File: src/rtl/exe_pkg.sv
// Package: shared opcode and function constants and the flag record for the
// execute stage. Assumes 4-bit opcode and function fields.
package exe_pkg;

    localparam logic [3:0] OPC_HALT  = 4'h0;
    localparam logic [3:0] OPC_NOP   = 4'h1;
    localparam logic [3:0] OPC_MOVE  = 4'h2;
    localparam logic [3:0] OPC_IMOV  = 4'h3;
    localparam logic [3:0] OPC_STORE = 4'h4;
    localparam logic [3:0] OPC_LOAD  = 4'h5;
    localparam logic [3:0] OPC_ARITH = 4'h6;
    localparam logic [3:0] OPC_JUMP  = 4'h7;
    localparam logic [3:0] OPC_CALL  = 4'h8;
    localparam logic [3:0] OPC_RET   = 4'h9;
    localparam logic [3:0] OPC_PUSH  = 4'hA;
    localparam logic [3:0] OPC_POP   = 4'hB;

    typedef enum logic [1:0] {
        ALU_ADD = 2'd0,
        ALU_SUB = 2'd1,
        ALU_AND = 2'd2,
        ALU_XOR = 2'd3
    } alu_fn_e;

    typedef enum logic [2:0] {
        SRC_ZERO,
        SRC_VALA,
        SRC_VALB,
        SRC_VALC,
        SRC_MINUS4,
        SRC_PLUS4
    } src_sel_e;

    typedef struct packed {
        logic zf;
        logic sf;
        logic of;
    } flags_t;

    localparam flags_t FLAGS_RESET = '{zf: 1'b1, sf: 1'b0, of: 1'b0};

endpackage

File: src/rtl/exe_operand_sel.sv
// Module: exe_operand_sel
// Chooses the two ALU operands from the opcode through a per-opcode table.
// Assumes: opcodes that do not use the ALU get zero on both sides, so their
// result is zero.
module exe_operand_sel
    import exe_pkg::*;
#(
    parameter int W = 32
) (
    input  logic [3:0]   opcode,
    input  logic [W-1:0] val_a,
    input  logic [W-1:0] val_b,
    input  logic [W-1:0] val_c,
    output logic [W-1:0] op_a,
    output logic [W-1:0] op_b
);
    localparam logic [W-1:0] STEP = W'(4);

    src_sel_e sel_a;
    src_sel_e sel_b;

    // Table: opcode to operand source selections
    always_comb begin
        sel_a = SRC_ZERO;
        sel_b = SRC_ZERO;
        unique case (opcode)
            OPC_MOVE:                  begin sel_a = SRC_VALA;   sel_b = SRC_ZERO; end
            OPC_ARITH:                 begin sel_a = SRC_VALA;   sel_b = SRC_VALB; end
            OPC_IMOV:                  begin sel_a = SRC_VALC;   sel_b = SRC_ZERO; end
            OPC_STORE, OPC_LOAD:       begin sel_a = SRC_VALC;   sel_b = SRC_VALB; end
            OPC_CALL, OPC_PUSH:        begin sel_a = SRC_MINUS4; sel_b = SRC_VALB; end
            OPC_RET, OPC_POP:          begin sel_a = SRC_PLUS4;  sel_b = SRC_VALB; end
            default:                   begin sel_a = SRC_ZERO;   sel_b = SRC_ZERO; end
        endcase
    end

    // Mux: operand A from its selection
    always_comb begin
        unique case (sel_a)
            SRC_VALA:   op_a = val_a;
            SRC_VALC:   op_a = val_c;
            SRC_MINUS4: op_a = -STEP;
            SRC_PLUS4:  op_a = STEP;
            default:    op_a = '0;
        endcase
    end

    // Mux: operand B from its selection
    always_comb begin
        unique case (sel_b)
            SRC_VALB: op_b = val_b;
            default:  op_b = '0;
        endcase
    end

    // a zero-B opcode must not see val_b
    always_comb begin
        if (opcode == OPC_MOVE || opcode == OPC_IMOV)
            assert_zero_b_R3: assert (op_b == '0);
    end

endmodule

File: src/rtl/exe_alu.sv
// Module: exe_alu
// Computes B op A for add, subtract, and, xor, and the flag values that this
// result would load. Assumes two's complement operands of width W.
module exe_alu
    import exe_pkg::*;
#(
    parameter int W = 32
) (
    input  logic [W-1:0] op_a,
    input  logic [W-1:0] op_b,
    input  alu_fn_e      fn,
    output logic [W-1:0] result,
    output flags_t       next_flags
);
    localparam int MSB = W - 1;

    // Datapath: the selected operation
    always_comb begin
        unique case (fn)
            ALU_ADD: result = op_b + op_a;
            ALU_SUB: result = op_b - op_a;
            ALU_AND: result = op_b & op_a;
            ALU_XOR: result = op_b ^ op_a;
            default: result = '0;
        endcase
    end

    // Flags: zero, sign and signed overflow of the result
    always_comb begin
        next_flags.zf = (result == '0);
        next_flags.sf = result[MSB];
        unique case (fn)
            ALU_ADD: next_flags.of = (op_a[MSB] == op_b[MSB]) && (result[MSB] != op_a[MSB]);
            ALU_SUB: next_flags.of = (op_a[MSB] != op_b[MSB]) && (result[MSB] != op_b[MSB]);
            default: next_flags.of = 1'b0;
        endcase
    end

endmodule

File: src/rtl/exe_cond_flags.sv
// Module: exe_cond_flags
// Holds the three flags and evaluates the shared condition for jumps and
// conditional moves. Assumes the load enable is already qualified by opcode.
module exe_cond_flags
    import exe_pkg::*;
(
    input  logic       clk,
    input  logic       rst_n,
    input  logic       load,
    input  flags_t     next_flags,
    input  logic [3:0] opcode,
    input  logic [3:0] func,
    output flags_t     flags,
    output logic       cnd
);
    logic lt;
    logic hit;

    // Register: flags, synchronous reset, load on arithmetic only
    always_ff @(posedge clk) begin
        if (!rst_n)
            flags <= FLAGS_RESET;
        else if (load)
            flags <= next_flags;
    end

    // Evaluate: the seven-way condition from the stored flags
    always_comb begin
        lt = flags.sf ^ flags.of;
        unique case (func)
            4'd0:    hit = 1'b1;
            4'd1:    hit = lt | flags.zf;
            4'd2:    hit = lt;
            4'd3:    hit = flags.zf;
            4'd4:    hit = !flags.zf;
            4'd5:    hit = !lt;
            4'd6:    hit = !lt & !flags.zf;
            default: hit = 1'b0;
        endcase
    end

    // Gate: only jump and move opcodes report a condition
    assign cnd = hit && (opcode == OPC_MOVE || opcode == OPC_JUMP);

    assert_reset_flags_R1: assert property (@(posedge clk)
        !rst_n |=> (flags == FLAGS_RESET));

    assert_flags_hold_R6: assert property (@(posedge clk) disable iff (!rst_n)
        !load |=> $stable(flags));

    assert_cnd_gate_R10: assert property (@(posedge clk) disable iff (!rst_n)
        (opcode != OPC_MOVE && opcode != OPC_JUMP) |-> !cnd);

endmodule

File: src/rtl/exe_stage.sv
// Module: exe_stage (top)
// Execute stage: operand selection, ALU, flag register and condition
// evaluation. Assumes a synchronous active-low reset and that the caller
// holds inputs steady around the rising edge.
module exe_stage
    import exe_pkg::*;
#(
    parameter int W = 32
) (
    input  logic         clk,
    input  logic         rst_n,
    input  logic [3:0]   opcode,
    input  logic [3:0]   func,
    input  logic [W-1:0] val_a,
    input  logic [W-1:0] val_b,
    input  logic [W-1:0] val_c,
    output logic [W-1:0] val_e,
    output logic         cnd
);
    localparam int MSB = W - 1;

    logic [W-1:0] op_a;
    logic [W-1:0] op_b;
    alu_fn_e      alu_fn;
    flags_t       alu_flags;
    flags_t       cur_flags;
    logic         flag_load;

    // Control: arithmetic with a valid function code picks the ALU op and loads flags
    always_comb begin
        flag_load = (opcode == OPC_ARITH) && (func < 4'd4);
        alu_fn    = flag_load ? alu_fn_e'(func[1:0]) : ALU_ADD;
    end

    exe_operand_sel #(.W(W)) u_sel (
        .opcode (opcode),
        .val_a  (val_a),
        .val_b  (val_b),
        .val_c  (val_c),
        .op_a   (op_a),
        .op_b   (op_b)
    );

    exe_alu #(.W(W)) u_alu (
        .op_a       (op_a),
        .op_b       (op_b),
        .fn         (alu_fn),
        .result     (val_e),
        .next_flags (alu_flags)
    );

    exe_cond_flags u_cc (
        .clk        (clk),
        .rst_n      (rst_n),
        .load       (flag_load),
        .next_flags (alu_flags),
        .opcode     (opcode),
        .func       (func),
        .flags      (cur_flags),
        .cnd        (cnd)
    );

    assert_stack_dec_R2: assert property (@(posedge clk) disable iff (!rst_n)
        (opcode == OPC_PUSH || opcode == OPC_CALL) |-> (val_e == val_b - W'(4)));

    assert_and_fn_R4: assert property (@(posedge clk) disable iff (!rst_n)
        (opcode == OPC_ARITH && func == 4'd2) |-> (val_e == (val_b & val_a)));

    assert_idle_zero_R5: assert property (@(posedge clk) disable iff (!rst_n)
        (opcode == OPC_JUMP || opcode == OPC_NOP || opcode == OPC_HALT) |-> (val_e == '0));

    assert_zero_flag_R7: assert property (@(posedge clk) disable iff (!rst_n)
        flag_load |=> (cur_flags.zf == ($past(val_e) == '0)));

    assert_add_overflow_R8: assert property (@(posedge clk) disable iff (!rst_n)
        (flag_load && func == 4'd0 && val_a[MSB] == val_b[MSB] && val_e[MSB] != val_a[MSB])
        |=> cur_flags.of);

endmodule

File: config.mk
export PLATFORM = sky130hd
export DESIGN_NAME = exe_stage
export DESIGN_NICKNAME = d
export VERILOG_FILES = /design/src/rtl/exe_pkg.sv /design/src/rtl/exe_operand_sel.sv /design/src/rtl/exe_alu.sv /design/src/rtl/exe_cond_flags.sv /design/src/rtl/exe_stage.sv
export SDC_FILE = /design/constraint.sdc
export NUM_CORES = 1
export LEC_CHECK = 0
export BUFFER_PORTS_ARGS = -buffer_cell sky130_fd_sc_hd__buf_2
export CAP_MARGIN = 20
export CORE_MARGIN = 2
export CORE_UTILIZATION = 50
export DETAILED_ROUTE_END_ITERATION = 6
export PLACE_DENSITY = 0.77
export RECOVER_POWER = 50
export SLEW_MARGIN = 20
export SYNTH_ARGS = -nofsm -noshare
export SYNTH_HDL_FRONTEND = slang
export SYNTH_HIERARCHICAL = 1
export SYNTH_SLANG_ARGS = --single-unit
File: constraint.sdc
create_clock -name clk -period 8.3 [get_ports clk]
set_input_delay 1.245 -clock clk [delete_from_list [all_inputs] [get_ports clk]]
set_output_delay 1.245 -clock clk [all_outputs]
set_load 0.01 [all_outputs]
==> results of run 1 <==
==> cells by family after synthesis <==
logic type | synth area share
XOR/XNOR | 0.08358
flip-flops | 0.01170
AND/OR/NAND/NOR | 0.3112
buffers and inverters | 0.05531
adder cells (fa/ha/maj) | 0.1598
AO/OA/AOI/OAI | 0.3241
multiplexers | 0.05434
==> worst max-delay path by stage <==
| stage | start | endpoint | slack (ns) | cells after the start |
|---|---|---|---|---|
| floorplan | opcode[0] | val_e[30] | 0.59 | 22 |
| global placement | opcode[0] | val_e[30] | 0.35 | 20 |
| detailed placement | opcode[0] | val_e[30] | 0.27 | 22 |
| CTS | opcode[0] | val_e[30] | 0.24 | 22 |
| global route | opcode[0] | val_e[30] | -0.002 | 22 |
| finish | opcode[0] | val_e[30] | 0.31 | 22 |
==> power breakdown <==
| part | internal (mW) | leakage (nW) | switching, mW |
|---|---|---|---|
| combinational | 0.194 | 2.67 | 0.270 |
| clock | 0.0327 | 0.0228 | 0.00944 |
| sequential | 0.0147 | 0.0242 | 0.000108 |
| total | 0.241 | 2.72 | 0.280 |
==> cell type report <==
class	count	share of cell area
inverters	16	0.01003
repair buffers	162	0.1426
well taps	133	0.02778
multi-input cells	655	0.8020
clock buffers	4	0.007519
flip-flops and latches	3	0.01003
==> critical path: stages <==
cell and delay [ns]:
buf_2 0.24, nor2b_4 0.24, a22o_1 0.26, a221o_1 0.47
nor4_2 0.28, and2_1 0.23, nand2_1 0.11, or4_1 0.52
nand2b_1 0.26, o41ai_1 0.33, xor2_1 0.21, ha_1 0.30
nand2_1 0.11, nor2_1 0.06, a221o_1 0.31, a31o_2 0.21
a21oi_1 0.26, inv_1 0.07, a21oi_1 0.20, nor4b_1 0.07
or4_1 0.56, buf_2 0.17
==> layer usage <==
| metal | share of wire | vias up |
|---|---|---|
| li1 | - | 2939 |
| met1 | 0.44 | 2843 |
| met2 | 0.48 | 231 |
| met3 | 0.060 | 33 |
| met4 | 0.021 | 0 |
| met5 | 0 | - |
==> placed cells by master (no fill, tap or decap), types with 7 or more instances in the layout <==
| cell type | count |
|---|---|
| a21o_1 | 14 |
| nor2b_1 | 75 |
| ha_1 | 64 |
| nor2_1 | 34 |
| o221ai_1 | 29 |
| clkbuf_1 | 12 |
| or4_1 | 7 |
| o21ai_0 | 36 |
| o31ai_1 | 12 |
| nand2b_1 | 45 |
| xnor2_1 | 19 |
| nand2_1 | 42 |
| a21oi_1 | 76 |
| mux2i_1 | 20 |
| nor3_1 | 10 |
| a31oi_1 | 7 |
| xor2_1 | 30 |
| o21a_1 | 7 |
| mux2_2 | 7 |
| buf_4 | 23 |
| o211ai_1 | 11 |
| buf_2 | 128 |
| inv_1 | 16 |
==> flow_metrics.env, run 1 <==
export IMPL_outcome="completed"
export IMPL_synth_area_leader_cell="ha_1"
export IMPL_grt_pass1_vias=5857
export IMPL_ys_top_cells_by_count="a21oi_1 (76), nor2b_1 (76), ha_1 (64), nand2b_1 (47), nand2_1 (42)"
export IMPL_yosys_cell_types_count=78
export IMPL_htreeDepth=1
export IMPL_die_y_um=105.3
export IMPL_multi_input_area_mm2=0.004805
export IMPL_largest_reg_flops=3
export IMPL_place_gp_congestion=0.9356
export IMPL_register_area_um2=60.06
export IMPL_finClkSkew_ns=0
export IMPL_use_met2=0.5253
export IMPL_wl_per_cell_um=17.59
export IMPL_critPathRequiredTime_ns=7.05
export IMPL_synth_top_area_share=0.1559
export IMPL_overflow=0
export IMPL_post_cts_buffers=0
export IMPL_tns_ns=0
export IMPL_portBuffers=138
export IMPL_drcViolationCount=0
export IMPL_reg_top3="u_cc/flags x3"
export IMPL_criticalPathCategory="in -> out"
export IMPL_gr_usage_all_layers=0.2983
export IMPL_post_dp_hpwl_um=13800
export IMPL_area_delta_synth_final_pct=16.67
export IMPL_ys_flop_type="dfxtp_1"
export IMPL_grt_pass1_wl_um=27920
export IMPL_worst_slew_pin_slew_ns=0.7274
export IMPL_r2r_slack_ns=7.67
export IMPL_hold_path_startpoint="u_cc/flags[2]$_SDFFE_PN1P_"
export IMPL_holdWs_ns=0.5357
export IMPL_num_rows=36
export IMPL_drt_iter0_markers=443
export IMPL_post_synth_cell_area_avg_um2=7.122
export IMPL_worstReg2RegStart="u_cc/flags[1]$_SDFFE_PN0P_"
export IMPL_setup_slack_ns=0.3088
export IMPL_cp_data_arrival_time_ns=6.75
export IMPL_hold_buffers=0
export IMPL_leakagePower_nw=2.722
export IMPL_post_route_util=0.6073
export IMPL_detailed_place_area_mm2=0.005953
export IMPL_syn_nets=892
export IMPL_worst_setup_path_start_kind="input port"
export IMPL_end_kind="output pin"
export IMPL_initial_core_util=0.5205
export IMPL_ys_seq_area_frac=0.01170
export IMPL_wl_um=17120
export IMPL_synth_area_leaders="ha_1 (16%), nor2b_1 (9.3%), a21oi_1 (7.4%), nand2b_1 (5.7%), xor2_1 (5.1%)"
export IMPL_top_register="u_cc/flags"
export IMPL_io_pin_count=139
export IMPL_cts_buffers=3
export IMPL_final_layout_size_suffix_gt1_frac=0.2190
export IMPL_cts_root_buf="clkbuf_8"
export IMPL_grt_max_degree=48
export IMPL_cts_buffer_depth=2
export IMPL_setup_viol=0
export IMPL_slew_headroom=0.5099
export IMPL_ctsResizeCount=0
export IMPL_reg2reg_to="u_cc/flags[1]$_SDFFE_PN0P_"
export IMPL_synth_edf_count=0
export IMPL_max_freq_mhz=125.1
export IMPL_p_per_area_mw_per_mm2=86.93
export IMPL_cap_viol_max_count=0
export IMPL_clkLatencyLatePin_ns=0.21
export IMPL_holdPathEnd="u_cc/flags[2]$_SDFFE_PN1P_"
export IMPL_avgViaCountPerCell=6.214
export IMPL_cts_tree="built"
export IMPL_ys_ff_latch=3
export IMPL_antenna_found_initial=0
export IMPL_hold_viol=0
export IMPL_finalNonFillerCells=973
export IMPL_synth_area_mm2=0.005135
export IMPL_grtUsageMet1=0.3924
export IMPL_met3_usage=0.01917
export IMPL_postRouteAntennaNets=0
export IMPL_dpl_worst_slack_ns=0.2735
export IMPL_hold_path_class="reg -> reg"
export IMPL_holdPathStages=2
export IMPL_dieArea_mm2=0.01110
export IMPL_rr_worst_depth=2
export IMPL_clkSlewWorstSetupHoldPaths_ns=0.03
export IMPL_grt_busiest_layer="met2"
export IMPL_path_max_fanout=25
export IMPL_firstDrtPassIters=5
export IMPL_min_period_ns=7.991
export IMPL_finalMaxSlewViolations=0
export IMPL_peakVddDrop_v=0.00009356
export IMPL_synth_async_reset_ratio=0
export IMPL_die_w_um=105.3
export IMPL_fillCellCount=954
export IMPL_synth_cells=721
export IMPL_routed_via_count=6046
export IMPL_core_area_mm2=0.009864
export IMPL_synth_warnings=6
export IMPL_dp_cells=969
export IMPL_period_share=0.9628
export IMPL_clock_sinks=3
export IMPL_antennaDiodeCount=0
export IMPL_design_area_mm2=0.005991
export IMPL_fin_nets=1012
export IMPL_finalPower_uw=520.8
No activity file was read; power rests on OpenSTA's default activity.
==> inputs of run 2 (changes only) <==
- ABC_CLOCK_PERIOD_IN_PS: default -> 8300
- REMOVE_ABC_BUFFERS: default -> 1
==> run 2 against run 1 <==
Against the previous run:
- sequential share of layout area is essentially flat
- clock skew is the same
- sequential power about the same
- wire length increased by 5.2%
- utilization grew 0.15 points
- flip-flop and latch count stayed put
- final cell count is 0.10% higher
- critical path depth did not move
- first-iteration DRC count rose by 22%
==> flow_metrics.env, run 2 (synthesized netlist as in run 1, its figures left out) <==
export IMPL_top_register="u_cc/flags"
export IMPL_final_layout_size_suffix_gt1_frac=0.2283
export IMPL_tns_ns=0
export IMPL_dp_cells=970
export IMPL_overflow=0
export IMPL_die_y_um=105.3
export IMPL_timing_critical_path_mode_cell="a21oi_1"
export IMPL_cts_buffers=3
export IMPL_grt_pass1_wl_um=28840
export IMPL_cap_viol_max_count=0
export IMPL_layout_common_cells="buf_2 (134), nor2b_1 (76), a21oi_1 (76), ha_1 (64), nand2b_1 (45)"
export IMPL_cp_data_arrival_time_ns=6.65
export IMPL_multi_input_area_mm2=0.004801
export IMPL_comb_power_share=0.889
export IMPL_grt_max_degree=55
export IMPL_grt_pass1_vias=5812
export IMPL_hold_buffers=0
export IMPL_avgViaCountPerCell=6.194
export IMPL_grtUsageMet1=0.4351
export IMPL_clkLatencyLatePin_ns=0.22
export IMPL_clkPwrFrac=0.084
export IMPL_detailed_place_area_mm2=0.005961
export IMPL_register_area_um2=60.06
export IMPL_rsz0062_at_grt="no"
export IMPL_p_per_area_mw_per_mm2=88.94
export IMPL_end_kind="output pin"
export IMPL_holdWs_ns=0.5303
export IMPL_dieArea_mm2=0.01110
export IMPL_use_met2=0.5111
export IMPL_path_cells="buf_2 -> nor2b_1 -> buf_4 -> a21oi_1 -> o221ai_1 -> or4_4 -> or4_4 -> nor2_4 -> nand3_2 -> o31ai_1 -> xor2_1 -> ha_1 -> a21oi_1 -> o21ai_0 -> a221o_1 -> a31o_2 -> a21oi_1 -> inv_1 -> a21oi_1 -> nor4b_1 -> or4_1 -> buf_2"
export IMPL_firstDrtPassIters=5
export IMPL_htreeDepth=1
export IMPL_met3_usage=0.03772
export IMPL_setup_viol=0
export IMPL_cts_root_buf="clkbuf_8"
export IMPL_place_gp_congestion=0.9601
export IMPL_critPathRequiredTime_ns=7.05
export IMPL_intPower_uw=245.8
export IMPL_die_w_um=105.3
export IMPL_drt_iter0_markers=541
export IMPL_seqPwrFrac=0.028
export IMPL_cts_buffer_depth=2
export IMPL_critPathMaxStageDelay_ns=0.65
export IMPL_fin_nets=1013
export IMPL_max_freq_mhz=126.7
export IMPL_worst_slew_pin_slew_ns=0.7703
export IMPL_hold_viol=0
export IMPL_antenna_found_initial=0
export IMPL_criticalPathCategory="in -> out"
export IMPL_post_cts_buffers=0
export IMPL_switching_share=0.5398
export IMPL_post_dp_hpwl_um=14580
export IMPL_worst_setup_path_start_kind="input port"
export IMPL_postRouteAntennaNets=0
export IMPL_initial_core_util=0.5205
export IMPL_hold_path_class="reg -> reg"
export IMPL_antennaDiodeCount=0
export IMPL_finalNonFillerCells=974
export IMPL_routed_via_count=6033
export IMPL_drcViolationCount=0
export IMPL_outcome="completed"
export IMPL_wl_um=18000
export IMPL_path_max_fanout=22
export IMPL_wl_per_cell_um=18.48
export IMPL_clkSlewWorstSetupHoldPaths_ns=0.03
export IMPL_num_rows=36
export IMPL_p_sw_uw=288.3
export IMPL_clock_sinks=3
export IMPL_gr_usage_all_layers=0.3147
export IMPL_leakagePower_nw=2.747
export IMPL_crit_slowest_cell="or4_4"
export IMPL_portBuffers=138
export IMPL_slew_headroom=0.4854
export IMPL_io_pin_count=139
export IMPL_finalMaxSlewViolations=0
export IMPL_fillCellCount=958
export IMPL_period_share=0.9507
export IMPL_core_area_mm2=0.009864
export IMPL_largest_reg_flops=3
export IMPL_area_delta_synth_final_pct=16.96
export IMPL_reg_top3="u_cc/flags x3"
export IMPL_peakVddDrop_v=0.00005854
export IMPL_grt_busiest_layer="met2"
export IMPL_finClkSkew_ns=0
export IMPL_cts_tree="built"
export IMPL_final_common_cell="buf_2"
export IMPL_design_area_mm2=0.006006
export IMPL_min_period_ns=7.891
run 2: cell types whose count changed in the layout (fill, tap and decap cells not counted):
cell,change
buf_2,+6
nor2b_4,-1
clkbuf_1,-7
nand2b_4,-1
nor2b_1,+1
buf_4,+2
and2_4,+1
o41ai_1,-1
and3_1,+1
and2_1,-1
and3_2,-1
o41ai_2,+1
nand2b_2,+1
run 2: layout make-up:
cell class / count / area share
inverter: 16 / 0.01000
tap: 133 / 0.02771
sequential: 3 / 0.01000
multi-input combinational: 655 / 0.7994
clock buffer: 4 / 0.007500
timing repair buffer: 163 / 0.1454
run 2: what timing repair did:
action / in CTS / in global routing
endpoints found under the setup margin: 0 / 2
endpoints found under the hold margin: 0 / 0
gates resized for setup: 0 / 4
run 2: final timing paths:
path | from | endpoint | slack [ns] | cells past startpoint
setup / recovery | opcode[0] | val_e[30] | 0.41 | 22
hold / removal | u_cc/flags[0]$_SDFFE_PN0P_ | u_cc/flags[0]$_SDFFE_PN0P_ | 0.53 | 2
setup reg to reg | u_cc/flags[2]$_SDFFE_PN1P_ | u_cc/flags[2]$_SDFFE_PN1P_ | 7.61 | 2
hold reg to reg | u_cc/flags[0]$_SDFFE_PN0P_ | u_cc/flags[0]$_SDFFE_PN0P_ | 0.53 | 2
run 2: power groups by stage:
stage | Clock [mW] | Sequential [mW] | Combinational, mW
global route | 0.0473 | 0.0148 | 0.518
CTS | 0.0456 | 0.0148 | 0.468
floorplan | 0 | 0.0149 | 0.307
detailed placement | 0 | 0.0150 | 0.465
finish | 0.0447 | 0.0148 | 0.475
global placement | 0 | 0.0150 | 0.455
run 2: per-layer routing:
metal	wire length [µm]	part of all wire
met5	0	0
met4	478	0.027
met3	1587	0.088
met2	7940	0.44
met1	7995	0.44
run 2: metrics by stage:
step / setup WS (ns) / power [mW] / utilization
detailed placement: 0.2916 / 0.4804 / 0.6043
floorplan: 0.3600 / 0.3218 / -
CTS: 0.2658 / 0.5288 / 0.6088
global placement: 0.3522 / 0.4702 / 0.6043
global route: 0.1072 / 0.5803 / 0.6088
finish: 0.4094 / 0.5342 / 0.6088
run 2: worst max-delay path: cells and delay by family:
family	cells	cell delay (ns)
compound gates	9	1.95
simple gates	7	2.25
buf+inv	4	0.68
fa+ha+maj	1	0.33
xor+xnor	1	0.18
